<file path="src/rtl/mrw_pkg.sv">
package mrw_pkg;
  // Width needed to hold the values 0..n inclusive.
  function automatic int unsigned cnt_bits(input int unsigned n);
    return (n < 1) ? 1 : $clog2(n + 1);
  endfunction

  // Width of an index into n entries.
  function automatic int unsigned idx_bits(input int unsigned n);
    return (n < 2) ? 1 : $clog2(n);
  endfunction
endpackage

</file>
<file path="src/rtl/mrw_credit.sv">
module mrw_credit #(
  parameter int unsigned DEPTH = 4,
  localparam int unsigned CW = mrw_pkg::cnt_bits(DEPTH)
) (
  input  logic          clk_i,
  input  logic          rst_ni,
  input  logic          take_i,
  input  logic          give_i,
  output logic          room_o,
  output logic [CW-1:0] cnt_o
);
  logic [CW-1:0] cnt_q;

  always_ff @(posedge clk_i) begin
    if (!rst_ni) begin
      cnt_q <= '0;
    end else begin
      unique case ({take_i, give_i})
        2'b10:   cnt_q <= cnt_q + 1'b1;
        2'b01:   cnt_q <= cnt_q - 1'b1;
        default: cnt_q <= cnt_q;
      endcase
    end
  end

  assign room_o = (cnt_q < CW'(DEPTH));
  assign cnt_o  = cnt_q;

  // the count never passes the buffer depth
  assert_credit_bound_R4: assert property (@(posedge clk_i) disable iff (!rst_ni)
    cnt_q <= CW'(DEPTH));
endmodule

</file>
<file path="src/rtl/mrw_valid_pipe.sv">
module mrw_valid_pipe #(
  parameter int unsigned LAT = 3
) (
  input  logic           clk_i,
  input  logic           rst_ni,
  input  logic           issue_i,
  output logic [LAT-1:0] stages_o,
  output logic           land_o
);
  logic [LAT-1:0] sr_q;

  generate
    if (LAT == 1) begin : g_single
      always_ff @(posedge clk_i) begin
        if (!rst_ni) sr_q <= '0;
        else         sr_q <= issue_i;
      end
    end else begin : g_chain
      always_ff @(posedge clk_i) begin
        if (!rst_ni) sr_q <= '0;
        else         sr_q <= {sr_q[LAT-2:0], issue_i};
      end
    end
  endgenerate

  assign stages_o = sr_q;
  assign land_o   = sr_q[LAT-1];
endmodule

</file>
<file path="src/rtl/mrw_fifo.sv">
module mrw_fifo #(
  parameter int unsigned DW    = 16,
  parameter int unsigned DEPTH = 4,
  localparam int unsigned PW = mrw_pkg::idx_bits(DEPTH),
  localparam int unsigned CW = mrw_pkg::cnt_bits(DEPTH)
) (
  input  logic          clk_i,
  input  logic          rst_ni,
  input  logic          push_i,
  input  logic [DW-1:0] data_i,
  input  logic          pop_i,
  output logic          valid_o,
  output logic [DW-1:0] data_o,
  output logic [CW-1:0] fill_o
);
  logic [DW-1:0] mem_q [DEPTH];
  logic [PW-1:0] wp_q, rp_q;
  logic [CW-1:0] fill_q;

  function automatic logic [PW-1:0] bump(input logic [PW-1:0] p);
    return (p == PW'(DEPTH - 1)) ? '0 : p + 1'b1;
  endfunction

  always_ff @(posedge clk_i) begin
    if (push_i) mem_q[wp_q] <= data_i;
  end

  always_ff @(posedge clk_i) begin
    if (!rst_ni) begin
      wp_q   <= '0;
      rp_q   <= '0;
      fill_q <= '0;
    end else begin
      if (push_i) wp_q <= bump(wp_q);
      if (pop_i)  rp_q <= bump(rp_q);
      unique case ({push_i, pop_i})
        2'b10:   fill_q <= fill_q + 1'b1;
        2'b01:   fill_q <= fill_q - 1'b1;
        default: fill_q <= fill_q;
      endcase
    end
  end

  assign valid_o = (fill_q != '0);
  assign data_o  = mem_q[rp_q];
  assign fill_o  = fill_q;

  // a landing word always finds a free slot
  assert_no_overflow_R5: assert property (@(posedge clk_i) disable iff (!rst_ni)
    push_i |-> (fill_q < CW'(DEPTH)));
endmodule

</file>
<file path="src/rtl/lim_mem_wrap.sv">
module lim_mem_wrap #(
  parameter int unsigned AW    = 8,
  parameter int unsigned DW    = 16,
  parameter int unsigned LAT   = 3,
  parameter int unsigned DEPTH = 4
) (
  input  logic          clk_i,
  input  logic          rst_ni,
  input  logic          req_valid_i,
  output logic          req_ready_o,
  input  logic [AW-1:0] req_addr_i,
  output logic          rsp_valid_o,
  input  logic          rsp_ready_i,
  output logic [DW-1:0] rsp_data_o,
  output logic          mem_en_o,
  output logic [AW-1:0] mem_addr_o,
  input  logic [DW-1:0] mem_rdata_i
);
  localparam int unsigned CW = mrw_pkg::cnt_bits(DEPTH);

  initial begin
    assert (LAT >= 1 && DEPTH >= LAT)
      else $error("lim_mem_wrap: need LAT >= 1 and DEPTH >= LAT");
  end

  logic          room, acc, deq, land;
  logic [CW-1:0] credit, fill;
  logic [LAT-1:0] stages;

  assign acc         = req_valid_i && room;
  assign deq         = rsp_valid_o && rsp_ready_i;
  assign req_ready_o = room;
  assign mem_en_o    = acc;
  assign mem_addr_o  = req_addr_i;

  mrw_credit #(.DEPTH(DEPTH)) u_credit (
    .clk_i(clk_i), .rst_ni(rst_ni), .take_i(acc), .give_i(deq),
    .room_o(room), .cnt_o(credit)
  );

  mrw_valid_pipe #(.LAT(LAT)) u_vpipe (
    .clk_i(clk_i), .rst_ni(rst_ni), .issue_i(acc),
    .stages_o(stages), .land_o(land)
  );

  mrw_fifo #(.DW(DW), .DEPTH(DEPTH)) u_fifo (
    .clk_i(clk_i), .rst_ni(rst_ni), .push_i(land), .data_i(mem_rdata_i),
    .pop_i(deq), .valid_o(rsp_valid_o), .data_o(rsp_data_o), .fill_o(fill)
  );

  // credit equals reads in flight plus buffered responses
  assert_credit_matches_R4: assert property (@(posedge clk_i) disable iff (!rst_ni)
    int'(credit) == $countones(stages) + int'(fill));

  // a stalled response holds its value
  assert_rsp_hold_R6: assert property (@(posedge clk_i) disable iff (!rst_ni)
    (rsp_valid_o && !rsp_ready_i) |=> (rsp_valid_o && $stable(rsp_data_o)));

  // the memory is only enabled when the request side can take a read
  assert_en_needs_room_R2: assert property (@(posedge clk_i) disable iff (!rst_ni)
    mem_en_o |-> (req_ready_o && req_valid_i));
endmodule

</file>
<file path="config.mk">
export PLATFORM = sky130hd
export DESIGN_NAME = lim_mem_wrap
export DESIGN_NICKNAME = d
export VERILOG_FILES = /design/src/rtl/mrw_pkg.sv /design/src/rtl/mrw_credit.sv /design/src/rtl/mrw_valid_pipe.sv /design/src/rtl/mrw_fifo.sv /design/src/rtl/lim_mem_wrap.sv
export SDC_FILE = /design/constraint.sdc
export NUM_CORES = 1
export LEC_CHECK = 0
export BUFFER_PORTS_ARGS = -buffer_cell sky130_fd_sc_hd__buf_2
export CELL_PAD_IN_SITES_DETAIL_PLACEMENT = 0
export CELL_PAD_IN_SITES_GLOBAL_PLACEMENT = 2
export CORE_ASPECT_RATIO = 0.9
export CORE_MARGIN = 8
export CORE_UTILIZATION = 36
export CTS_BUF_LIST = sky130_fd_sc_hd__clkbuf_16
export CTS_CLUSTER_DIAMETER = 200
export CTS_CLUSTER_SIZE = 16
export DETAILED_ROUTE_END_ITERATION = 10
export MAX_ROUTING_LAYER = met4
export PLACE_DENSITY_LB_ADDON = 0.1
export SYNTH_ARGS = -nofsm -noshare
export SYNTH_HDL_FRONTEND = slang
export SYNTH_SLANG_ARGS = --single-unit
</file>
<file path="constraint.sdc">
create_clock -name clk_i -period 1.9 [get_ports clk_i]
set_input_delay 0.095 -clock clk_i [delete_from_list [all_inputs] [get_ports clk_i]]
set_output_delay 0.095 -clock clk_i [all_outputs]
set_load 0.02 [all_outputs]
</file>
Word-level counts from Yosys, hierarchy flattened. Memory sizes are Yosys's and may differ from the RTL's. A register that Yosys moved wholly into a read port is not among the register bits. Index checks and enable logic that the tools add are counted.

Bits in registers: 13. Memory bits (writable): 64. Word-level logic and storage cells: 32. Memories: 1.

Memory list: u_fifo.mem_q (words 4, bits a word 16, rd ports 1, clocked after Yosys merged registers in 1, write ports 1, line mrw_fifo.sv:16) `logic [DW-1:0] mem_q [DEPTH];`.

$add $sub $neg: 6. Order comparisons: 1. Equality and inequality tests: 6. Multiplexer cells: 8. Reduce and logical (&&, ||, !) cells: 5.

Operators by type and width (number): $pmux 3 s2 (2); $eq 2x2->1 const B (4); $mux 2 (4); $add 3x1->3 const B (2); $sub 3x1->3 const B (2); $add 2x1->2 const B (2); $eq 2x1->1 const B (2); $reduce_bool 2->1 (2); $lt 3x3->1 const B (1); $reduce_bool 3->1 (1); $logic_and 1x1->1 (2); $mux 1 (2).

Logic depth before layout (Yosys ltp). Gate-level depths: netlist of run 1.

Depth after elaboration: 4. Depth in mapped cells: 8. Depth with buffers taken out: 8.

Cells and area by module. From an unflattened synthesis of run 1, not the netlist that was laid out.

Cell total of the unflattened synthesis: 162. Area, all modules: 3123.0 um^2.

By module, submodules not included: mrw_fifo (instances 1, cells each 126, area each 2795.2 um^2, seq. area each 2102.0 um^2); mrw_credit (instances 1, cells each 19, area each 168.9 um^2, seq. area each 60.1 um^2); mrw_valid_pipe (instances 1, cells each 7, area each 86.3 um^2, seq. area each 60.1 um^2); lim_mem_wrap (instances 1, cells each 10, area each 72.6 um^2, seq. area each 0.0 um^2).

Worst setup path after synthesis of run 1. OpenSTA, ideal clock, no wires.

Kind: register to register. Start: reg u_fifo.fill_q[0] (netlist: u_fifo.fill_o[0]). End: reg u_fifo.fill_q[2] (netlist: u_fifo.fill_o[2]). Arrival: 1.754 ns. Required time: 1.824 ns. Path slack: 0.071 ns. Stages on the path, launching flop included: 9. Cell sequence: dfxtp_1 > o31ai_1 > inv_1 > ha_1 > inv_1 > fa_1 > xor2_1 > or3_1 > a21boi_0.

Longest elaborated chain between the ends: 4. Elaborated cells on any way between the ends: 8. Classes of those cells: 2 x add/sub; 2 x eq/ne; 1 x mux; 3 x reduce/logical.

RTL lines: start: declaration (line mrw_fifo.sv:18) `logic [CW-1:0] fill_q;`; start signal: assignment (line mrw_fifo.sv:37) `2'b10: fill_q <= fill_q + 1'b1;`; start signal: assignment (line mrw_fifo.sv:38) `2'b01: fill_q <= fill_q - 1'b1;`; start signal: assignment (line mrw_fifo.sv:39) `default: fill_q <= fill_q;`; parallel branches: the longest is 4 deep, another holds $sub 3x1->3.

Several ways; the timed one is not identified. A chain may end at the register's enable or synchronous reset.

Worst setup path after layout of run 1.
Start: reg u_vpipe.sr_q[2] (netlist: u_vpipe.stages_o[2]). End: reg u_fifo.fill_q[2] (netlist: u_fifo.fill_o[2]).

Longest elaborated chain between the ends: 2. Elaborated cells on any way between the ends: 4. Classes of those cells: 2 x eq/ne; 1 x mux; 1 x reduce/logical.

RTL lines: start: declaration (line mrw_valid_pipe.sv:10) `logic [LAT-1:0] sr_q;`; start signal: assignment (line mrw_valid_pipe.sv:21) `else sr_q <= {sr_q[LAT-2:0], issue_i};`; $eq 2x1->1 or $eq 2x2->1 (tied branches) (line mrw_fifo.sv:36) `unique case ({push_i, pop_i})`; $pmux 3 s2 or $reduce_bool 2->1 (tied branches).

Parallel ways exist; a longest one is shown, timed or not.

==> results of run 1 <==
-- cell type report --
type,count,area [µm²],share of cell area
sequential,79,2230,0.572
multi-input combinational,65,779,0.200
timing repair buffer,63,418,0.107
clock buffer,9,225,0.0578
tap,119,149,0.0382
clock inverter,6,53.8,0.0138
inverter,12,45.0,0.0116
-- synth_stat cells, drive strengths merged --
master	number
edfxtp	64
mux4	16
dfxtp	15
buf	12
inv	12
and2	11
ha	7
o21ai	6
nand2	5
or3	3
a21boi	2
fa	2
nand3	2
nor2	2
xnor2	2
xor2	2
clkbuf	1
mux2i	1
nor2b	1
nor3	1
o21a	1
o31ai	1
-- worst max-delay path: stages (launching register included) --
cell	delay [ns]
dfxtp_1	0.36
inv_1	0.16
ha_4	0.17
inv_1	0.05
fa_1	0.38
xor2_1	0.17
or3_1	0.32
a21boi_1	0.15
-- routing by layer --
layer  vias to the layer above  global-route usage  part of all wire
met5                         -                   -                 0
met4                         0              0.0513             0.023
met3                        20              0.0366             0.045
met2                        33               0.172              0.51
met1                       786               0.109              0.42
li1                        752                   -                 -
-- cell families after synthesis --
group	after synthesis
xor+xnor	4
mux	17
fa+ha+maj	9
flops	79
buf+inv	25
simple gates	25
compound gates	10
-- stage by stage --
step           cells  worst slack, ns  setup TNS, ns  total power, mW
2_1_floorplan    169           0.0707              0             2.32
3_3_place_gp     322            0.100              0             2.41
3_5_place_dp     322          -0.0620        -0.0620             2.43
4_1_cts          353           0.0148              0             4.05
5_1_grt          353          0.00113              0             4.17
6_report         353           0.0867              0             4.02
-- timing repair --
action,in CTS,in global routing
cloned,0,0
endpoints found under the setup margin,2,4
pin swaps,0,1
hold buffers,16,0
gates resized for setup,5,7
endpoints found under the hold margin,64,0
-- flip-flops by register name (all words and copies together), names as in the netlist, named ones only --
signal	count
u_fifo.mem_q	64
u_credit.cnt_o	3
u_fifo.fill_o	3
u_vpipe.stages_o	3
u_fifo.rp_q	2
u_fifo.wp_q	2
-- path summary, 6_finish.rpt --
path                             from                   to  slack (ns)  cells past startpoint
setup / recovery  u_vpipe.stages_o[2]     u_fifo.fill_o[2]        0.09                      7
hold / removal                 rst_ni       u_fifo.wp_q[0]        0.12                      2
setup reg to reg  u_vpipe.stages_o[2]     u_fifo.fill_o[2]        0.09                      7
hold reg to reg   u_vpipe.stages_o[0]  u_vpipe.stages_o[1]        0.44                      1
-- power by group --
| group | switching (mW) | total [mW] | internal [mW] |
|---|---|---|---|
| Combinational | 0.249 | 0.485 | 0.236 |
| Sequential | 0.0314 | 1.95 | 1.92 |
| Clock | 0.589 | 1.58 | 0.991 |
-- cell usage in the layout (no fill, tap or decap), types with 3 or more instances in the layout --
master         count
clkbuf_16          9
or3_1              3
and2_1            11
buf_4              9
buf_2             38
mux4_2            10
dlygate4sd3_1     16
ha_1               5
nand2_1            5
dfxtp_1           12
edfxtp_1          64
mux4_1             6
o21ai_0            6
inv_1             12
==> impl_metrics.json, run 1 <==
{
  "fp.dieW_um": 114,
  "final_hold_viol_count": 0,
  "h-tree-depth": 3,
  "critPathMaxFanout": 7,
  "finalCritPeriodShare": 0.954,
  "avgSynthCellArea_um2": 18.5,
  "grt.total_usage": 0.104,
  "row_count": 32,
  "maxCapViolCount": 0,
  "drv_slew": 0,
  "netlist_instances": 169,
  "slew_headroom": 0.815,
  "synth-xor-area-share": 0.0112,
  "yosys-mux-area-fraction": 0.126,
  "place_area_um2": 3420,
  "vias": 1591,
  "synth_seq_area_share": 0.712,
  "place_hpwl_mm": 3.68,
  "area_growth_pct": 24.8,
  "critPathLaunchType": "flip-flop",
  "io_buffers": 38,
  "io_pins": 55,
  "first_global_vias": 1776,
  "critPathKind": "reg2reg",
  "drive_gt1_frac": 0.325,
  "hold_ws_ns": 0.122,
  "required_ns": 2.15,
  "yosysWarnings": 0,
  "cts_setup_buffers": 0,
  "synth-compound-area-share": 0.0192,
  "cts_made_buffers": 9,
  "clk_pin_slew_ns": 0.05,
  "finalSetupViolations": 0,
  "grt_remaining_overflow": 0,
  "arrival_ns": 2.06,
  "grt_pass1_wl_mm": 8.93,
  "worstSkewPairLatency_ns": 0.32,
  "dieArea_um2": 11900,
  "antenna_found_initial": 0,
  "fin_skew_ns": 0.00420,
  "coreArea_um2": 8490,
  "syn_area_um2": 3120,
  "cts_sinks": 79,
  "start_util": 0.368,
  "ant_nets": 0,
  "clock_tree.root_cell": "clkbuf_16",
  "place_congestion": 0.691,
  "via_per_inst": 4.51,
  "drt_wl_total_mm": 5.57,
  "drt-pass1-iter-count": 4,
  "p_leak_nw": 1.37,
  "postLayoutCellArea_um2": 3900,
  "diodes": 0,
  "synth_area_leaders": "edfxtp_1 (62%), dfxtp_1 (9.6%), mux4_2 (7.2%)",
  "p_per_area_nw_per_um2": 1030,
  "end_kind": "flip-flop",
  "worstMarginPinSlew_ns": 0.277,
  "max_freq_mhz": 551,
  "status": "finished clean",
  "die_h_um": 104,
  "synth_top_family_by_area": "multiplexers",
  "ys_ff_latch": 79,
  "syn_nets": 206,
  "wire_per_inst_um": 15.8,
  "synthAdderAreaFrac": 0.0409,
  "drt_iter0_drc": 60,
  "final_util": 0.459,
  "fin_nets": 267,
  "synth_top_cell_by_area": "edfxtp_1",
  "rsz0062_at_grt": "no",
  "min_period_ns": 1.81,
  "synth_simple_gate_area_frac": 0.0433,
  "drc_errors": 0,
  "fillers": 761,
  "grt_max_degree": 17,
  "cts_tree": "done",
  "synth_cell_type_count": 26,
  "synth_top_area_share": 0.615,
  "hold_path_class": "in2reg",
  "vdd_drop_max_uv": 517,
  "clock_path_buffers": 2
}
Note: power is estimated with default switching activity, not from simulation.
==> inputs of run 2 (changes only) <==
--- a/config.mk
+++ b/config.mk
@@ -5,12 +5,14 @@
 export SDC_FILE = /design/constraint.sdc
 export NUM_CORES = 1
 export LEC_CHECK = 0
+export ABC_AREA = 1
 export BUFFER_PORTS_ARGS = -buffer_cell sky130_fd_sc_hd__buf_2
+export CAP_MARGIN = 20
 export CELL_PAD_IN_SITES_DETAIL_PLACEMENT = 0
 export CELL_PAD_IN_SITES_GLOBAL_PLACEMENT = 2
 export CORE_ASPECT_RATIO = 0.9
 export CORE_MARGIN = 8
-export CORE_UTILIZATION = 36
+export CORE_UTILIZATION = 34
 export CTS_BUF_LIST = sky130_fd_sc_hd__clkbuf_16
 export CTS_CLUSTER_DIAMETER = 200
 export CTS_CLUSTER_SIZE = 16
==> run 2 against run 1 <==
- clock power grew 3%
- fmax grew 6.9%
- core utilization shrank 3.7 points
- die area grew 10%
- critical path type unchanged
- critical endpoint unchanged
- largest power group unchanged
==> impl_metrics.json, run 2 <==
{
  "status": "finished clean",
  "avgSynthCellArea_um2": 12.7,
  "max_freq_mhz": 590,
  "fin_skew_ns": 0.00358,
  "min_period_ns": 1.70,
  "critPathKind": "reg2reg",
  "drive_gt1_frac": 0.268,
  "postLayoutCellArea_um2": 4040,
  "drt_iter0_drc": 91,
  "largest_register_ffs": 64,
  "die_h_um": 109,
  "required_ns": 2.12,
  "vdd_drop_max_uv": 464,
  "totalPowerFinal_mw": 5.07,
  "clock_tree.root_cell": "clkbuf_16",
  "synth_cell_type_count": 24,
  "hold_path_class": "in2reg",
  "dp.cells": 415,
  "layoutNonFillerInstCount": 447,
  "final_common_cell": "edfxtp_1",
  "synthArstFlopShare": 0,
  "cts_made_buffers": 9,
  "place_area_um2": 3590,
  "worstSkewPairLatency_ns": 0.32,
  "synth_commonest_cells": "edfxtp_1 (64), nor2_1 (38), inv_1 (26)",
  "synth_edf_count": 64,
  "finalSetupViolations": 0,
  "place_hpwl_mm": 4.18,
  "grt_max_degree": 33,
  "maxCapViolCount": 0,
  "area_growth_pct": 22.5,
  "place_congestion": 0.680,
  "coreArea_um2": 9570,
  "io_pins": 55,
  "drt-pass1-iter-count": 4,
  "setup_tns_ns": 0,
  "yosysWarnings": 0,
  "ant_nets": 0,
  "synth_top_area_share": 0.582,
  "syn_nets": 297,
  "synthFlopType": "edfxtp_1",
  "p_leak_nw": 1.58,
  "end_kind": "flip-flop",
  "diodes": 0,
  "synth_area_leaders": "edfxtp_1 (58%), dfxtp_1 (9.1%), nor2_1 (4.3%)",
  "clock_path_buffers": 2,
  "arrival_ns": 1.92,
  "wire_per_inst_um": 14.6,
  "io_buffers": 38,
  "largest-register": "u_fifo.mem_q",
  "grt_remaining_overflow": 0,
  "final_cell_mix": "edfxtp_1 (64), nor2_1 (38), buf_2 (38)",
  "row_count": 34,
  "netlist_instances": 260,
  "slew_headroom": 0.468,
  "vias": 2000,
  "antenna_found_initial": 0,
  "start_util": 0.345,
  "grt_pass1_wl_mm": 10.7,
  "grt.total_usage": 0.109,
  "drc_errors": 0,
  "first_global_vias": 1998,
  "r2r_slack_ns": 0.20,
  "critPathMaxFanout": 6,
  "clk_pin_slew_ns": 0.06,
  "finalCritPeriodShare": 0.893,
  "drt_wl_total_mm": 6.51,
  "dieArea_um2": 13100,
  "cts_tree": "done",
  "h-tree-depth": 3,
  "yosysMostFrequentCell": "edfxtp_1",
  "ys_ff_latch": 79,
  "rsz0062_at_grt": "no",
  "cts_sinks": 79,
  "hold_ws_ns": 0.113,
  "final_hold_viol_count": 0,
  "synth_top_cell_by_area": "edfxtp_1",
  "via_per_inst": 4.47,
  "fin_nets": 353,
  "syn_area_um2": 3300,
  "worstMarginPinSlew_ns": 0.797,
  "synth_seq_area_share": 0.673,
  "fp.dieW_um": 120,
  "p_per_area_nw_per_um2": 1250,
  "critPathLaunchType": "flip-flop",
  "drv_slew": 0
}
## run 2: cell types whose count changed after synthesis, sizes merged, moves of 11 or more
cell / delta
nor2: +37
o21ai: +31
inv: +17
mux4: -16
o22ai: +16
nand2: +11
## run 2: kinds of logic after synthesis
group | Yosys count | synth area share
simple gates | 65 | 0.0815
compound gates | 61 | 0.131
fa+ha+maj | 9 | 0.0387
buf+inv | 46 | 0.0758
flops | 79 | 0.673
## run 2: metrics by stage
stage / utilization / setup WS, ns
final: 0.422 / 0.204
after global routing: 0.422 / 0.0143
after CTS: 0.422 / 0.168
after detailed placement: 0.375 / 0.174
after global placement: 0.375 / 0.209
after floorplan: - / 0.225
## run 2: path summary, 6_finish.rpt
check | from | cells after the start | to
setup / recovery | u_fifo.fill_o[0] | 12 | u_fifo.fill_o[2]
hold / removal | rst_ni | 3 | u_vpipe.stages_o[2]
setup reg to reg | u_fifo.fill_o[0] | 12 | u_fifo.fill_o[2]
hold reg to reg | u_vpipe.stages_o[1] | 2 | u_vpipe.stages_o[2]
## run 2: timing repair
action	4_1_cts	5_1_grt
setup endpoints to repair	0	2
resized for setup	0	1
buffers inserted	0	0
endpoints found under the hold margin	64	0
hold buffers	16	0
## run 2: cell type report
cell class / instances / area, µm²
fill: 926 / 5530
sequential: 79 / 2220
multi-input combinational: 135 / 831
timing repair buffer: 62 / 435
clock buffer: 9 / 225
tap: 126 / 158
inverter: 29 / 109
clock inverter: 7 / 62.6
## run 2: per-layer routing
layer / vias up / part of all wire / GRT usage
met5: - / 0 / -
li1: 1016 / - / -
met1: 931 / 0.47 / 0.133
met3: 10 / 0.053 / 0.0298
met2: 43 / 0.46 / 0.168
met4: 0 / 0.013 / 0.0516
## run 2: power breakdown
part           internal [mW]  leakage (nW)  total, mW  switching (mW)
logic                  0.513         0.739       1.44           0.924
clock network           1.00         0.138       1.63           0.629
registers               1.96         0.699       2.00          0.0414
## run 2: worst max-delay path, stage by stage (launching register included)
cell	delay, ns
dfxtp_1	0.30
inv_1	0.08
nand3_2	0.14
and2_4	0.17
ha_1	0.15
inv_1	0.06
fa_1	0.38
inv_1	0.06
nand2_1	0.06
nand3_1	0.07
nand2_1	0.05
inv_1	0.04
nor2_1	0.03
==> inputs of run 3 (changes only) <==
--- a/config.mk
+++ b/config.mk
@@ -10,7 +10,7 @@
 export CAP_MARGIN = 20
 export CELL_PAD_IN_SITES_DETAIL_PLACEMENT = 0
 export CELL_PAD_IN_SITES_GLOBAL_PLACEMENT = 2
-export CORE_ASPECT_RATIO = 0.9
+export CORE_ASPECT_RATIO = 2
 export CORE_MARGIN = 8
 export CORE_UTILIZATION = 34
 export CTS_BUF_LIST = sky130_fd_sc_hd__clkbuf_16
@@ -22,3 +22,4 @@
 export SYNTH_ARGS = -nofsm -noshare
 export SYNTH_HDL_FRONTEND = slang
 export SYNTH_SLANG_ARGS = --single-unit
+export TNS_END_PERCENT = 1
==> run 3 against run 2 <==
- sequential cell count did not move
- final cell count fell by 4.5%
- largest power group unchanged
- die area up 1.4%
- worst hold slack lost 0.030 ns
- fmax fell by 5.6%
- critical path depth is 8 lower
- critical endpoint is now rsp_data_o[0]
- routed wire length unchanged
- cell area down 0.87%
- clock-buffer cell count stayed put
- largest cell class unchanged
- clock power about the same
- core utilization down 0.37 points
==> impl_metrics.json, run 3 (synthesized netlist as in run 2, its figures left out) <==
{
  "status": "finished clean",
  "cts_made_buffers": 9,
  "diodes": 0,
  "final_cell_mix": "edfxtp_1 (64), nor2_1 (38), buf_2 (38)",
  "critPathLaunchType": "flip-flop",
  "worstMarginPinSlew_ns": 0.446,
  "drc_errors": 0,
  "p_int_mw": 3.48,
  "cts_setup_buffers": 0,
  "drt_wl_total_mm": 6.51,
  "min_period_ns": 1.80,
  "worstSkewPairLatency_ns": 0.33,
  "finalCritPeriodShare": 0.945,
  "setup_tns_ns": 0,
  "drt_iter0_drc": 76,
  "drive_gt1_frac": 0.271,
  "vdd_drop_max_uv": 641,
  "drv_slew": 0,
  "maxCapViolCount": 0,
  "grt_max_degree": 33,
  "place_congestion": 0.716,
  "finalSetupViolations": 0,
  "p_per_area_nw_per_um2": 1270,
  "r2r_end": "u_fifo.fill_o[2]",
  "via_per_inst": 4.74,
  "switching_power_mw": 1.62,
  "seq_power_share": 0.396,
  "first_global_vias": 2049,
  "ant_nets": 0,
  "fp.dieW_um": 85.7,
  "critPathMaxFanout": 16,
  "dieArea_um2": 13300,
  "final_hold_viol_count": 0,
  "coreArea_um2": 9570,
  "switching_share": 0.318,
  "area_growth_pct": 21.4,
  "grt_pass1_wl_mm": 10.4,
  "largest_register_ffs": 64,
  "drt-pass1-iter-count": 4,
  "r2r_cells": 11,
  "vias": 2023,
  "place_hpwl_mm": 4.07,
  "power_frac_comb": 0.279,
  "path_delay_family": "buffers and inverters",
  "rsz0062_at_grt": "no",
  "h-tree-depth": 3,
  "largest-register": "u_fifo.mem_q",
  "io_pins": 55,
  "antenna_found_initial": 0,
  "clock_path_buffers": 2,
  "r2r_start": "u_fifo.fill_o[1]",
  "wire_per_inst_um": 15.2,
  "start_util": 0.345,
  "grt.total_usage": 0.108,
  "r2r_slack_ns": 0.21,
  "end_kind": "output port",
  "fin_skew_ns": 0.00514,
  "arrival_ns": 1.70,
  "die_h_um": 155,
  "hold_ws_ns": 0.0833,
  "final_common_cell": "edfxtp_1",
  "slowest_stage": "dfxtp_1",
  "cts_tree": "done",
  "clock_power_share": 0.325,
  "fin_nets": 353,
  "cpPeakStageDelay_ns": 0.43,
  "crit_end": "rsp_data_o[0]",
  "hold_path_class": "in2reg",
  "max_freq_mhz": 557,
  "clk_pin_slew_ns": 0.06,
  "slew_headroom": 0.702,
  "cts_sinks": 79,
  "grt_remaining_overflow": 0,
  "row_count": 51,
  "cp.depth": 4,
  "critPathKind": "reg2out",
  "clock_tree.root_cell": "clkbuf_16",
  "totalPowerFinal_mw": 5.10,
  "io_buffers": 38,
  "required_ns": 1.80,
  "p_leak_nw": 1.57,
  "cp_num_buf_inv": 2,
  "worstPathCellList": "inv_2 > o21ai_1 > o22ai_1 > buf_2"
}
==> run 3: cell types whose count changed in the layout (fill, tap and decap cells not counted), sizes merged <==
cell | previous run | this run
clkinv | 4 | 2
clkinvlp | 1 | 3
==> run 3: worst min-delay path, delay by kind of cell <==
| family | cells | cell delay [ns] |
|---|---|---|
| buffers and inverters | 2 | 0.20 |
| and+or+nand+nor | 1 | 0.08 |
==> run 3: through the flow <==
step | area (µm²) | worst slack [ns] | utilization | instances
global placement | 3550 | 0.215 | 0.371 | 395
detailed placement | 3550 | 0.196 | 0.371 | 395
global route | 4010 | 0.0251 | 0.419 | 427
finish | 4010 | 0.104 | 0.419 | 427
CTS | 4010 | 0.0758 | 0.418 | 427
floorplan | 3300 | 0.225 | - | 260
==> run 3: area by class of cell <==
type                       instances  area (µm²)
fill                             874        5560
sequential                        79        2220
multi-input combinational        135         831
timing repair buffer              62         423
clock buffer                       9         225
tap                              106         133
inverter                          29         109
clock inverter                     7        65.1
==> run 3: timing repair <==
| item | 4_1_cts | 5_1_grt |
|---|---|---|
| hold endpoints to repair | 64 | 0 |
| endpoints found under the setup margin | 0 | 1 |
| resized for setup | 0 | 1 |
| hold buffers | 16 | 0 |
==> run 3: layer usage <==
layer	routed length [µm]	GRT usage
met1	2840	0.120
met2	3220	0.170
met3	273	0.0248
met4	172	0.0682
met5	0	-
==> run 3: power groups by stage <==
| stage | logic, mW | clock network [mW] | registers [mW] |
|---|---|---|---|
| floorplan | 1.08 | 0 | 2.04 |
| detailed placement | 1.42 | 0 | 2.06 |
| global placement | 1.40 | 0 | 2.06 |
| CTS | 1.45 | 1.70 | 2.02 |
| global route | 1.57 | 1.78 | 2.03 |
| finish | 1.42 | 1.66 | 2.02 |
==> run 3: how the worst min path moves through the flow <==
stage                              start             endpoint  slack, ns  depth (start not counted)
final                             rst_ni  u_vpipe.stages_o[2]       0.08                          3
after floorplan           mem_rdata_i[0]   u_fifo.mem_q[0][0]       0.19                          0
after detailed placement   req_addr_i[1]        mem_addr_o[1]       0.19                          0
after global placement     req_addr_i[1]        mem_addr_o[1]       0.19                          0
after global routing              rst_ni     u_fifo.fill_o[2]       0.11                          3
after CTS                         rst_ni  u_vpipe.stages_o[2]       0.08                          3
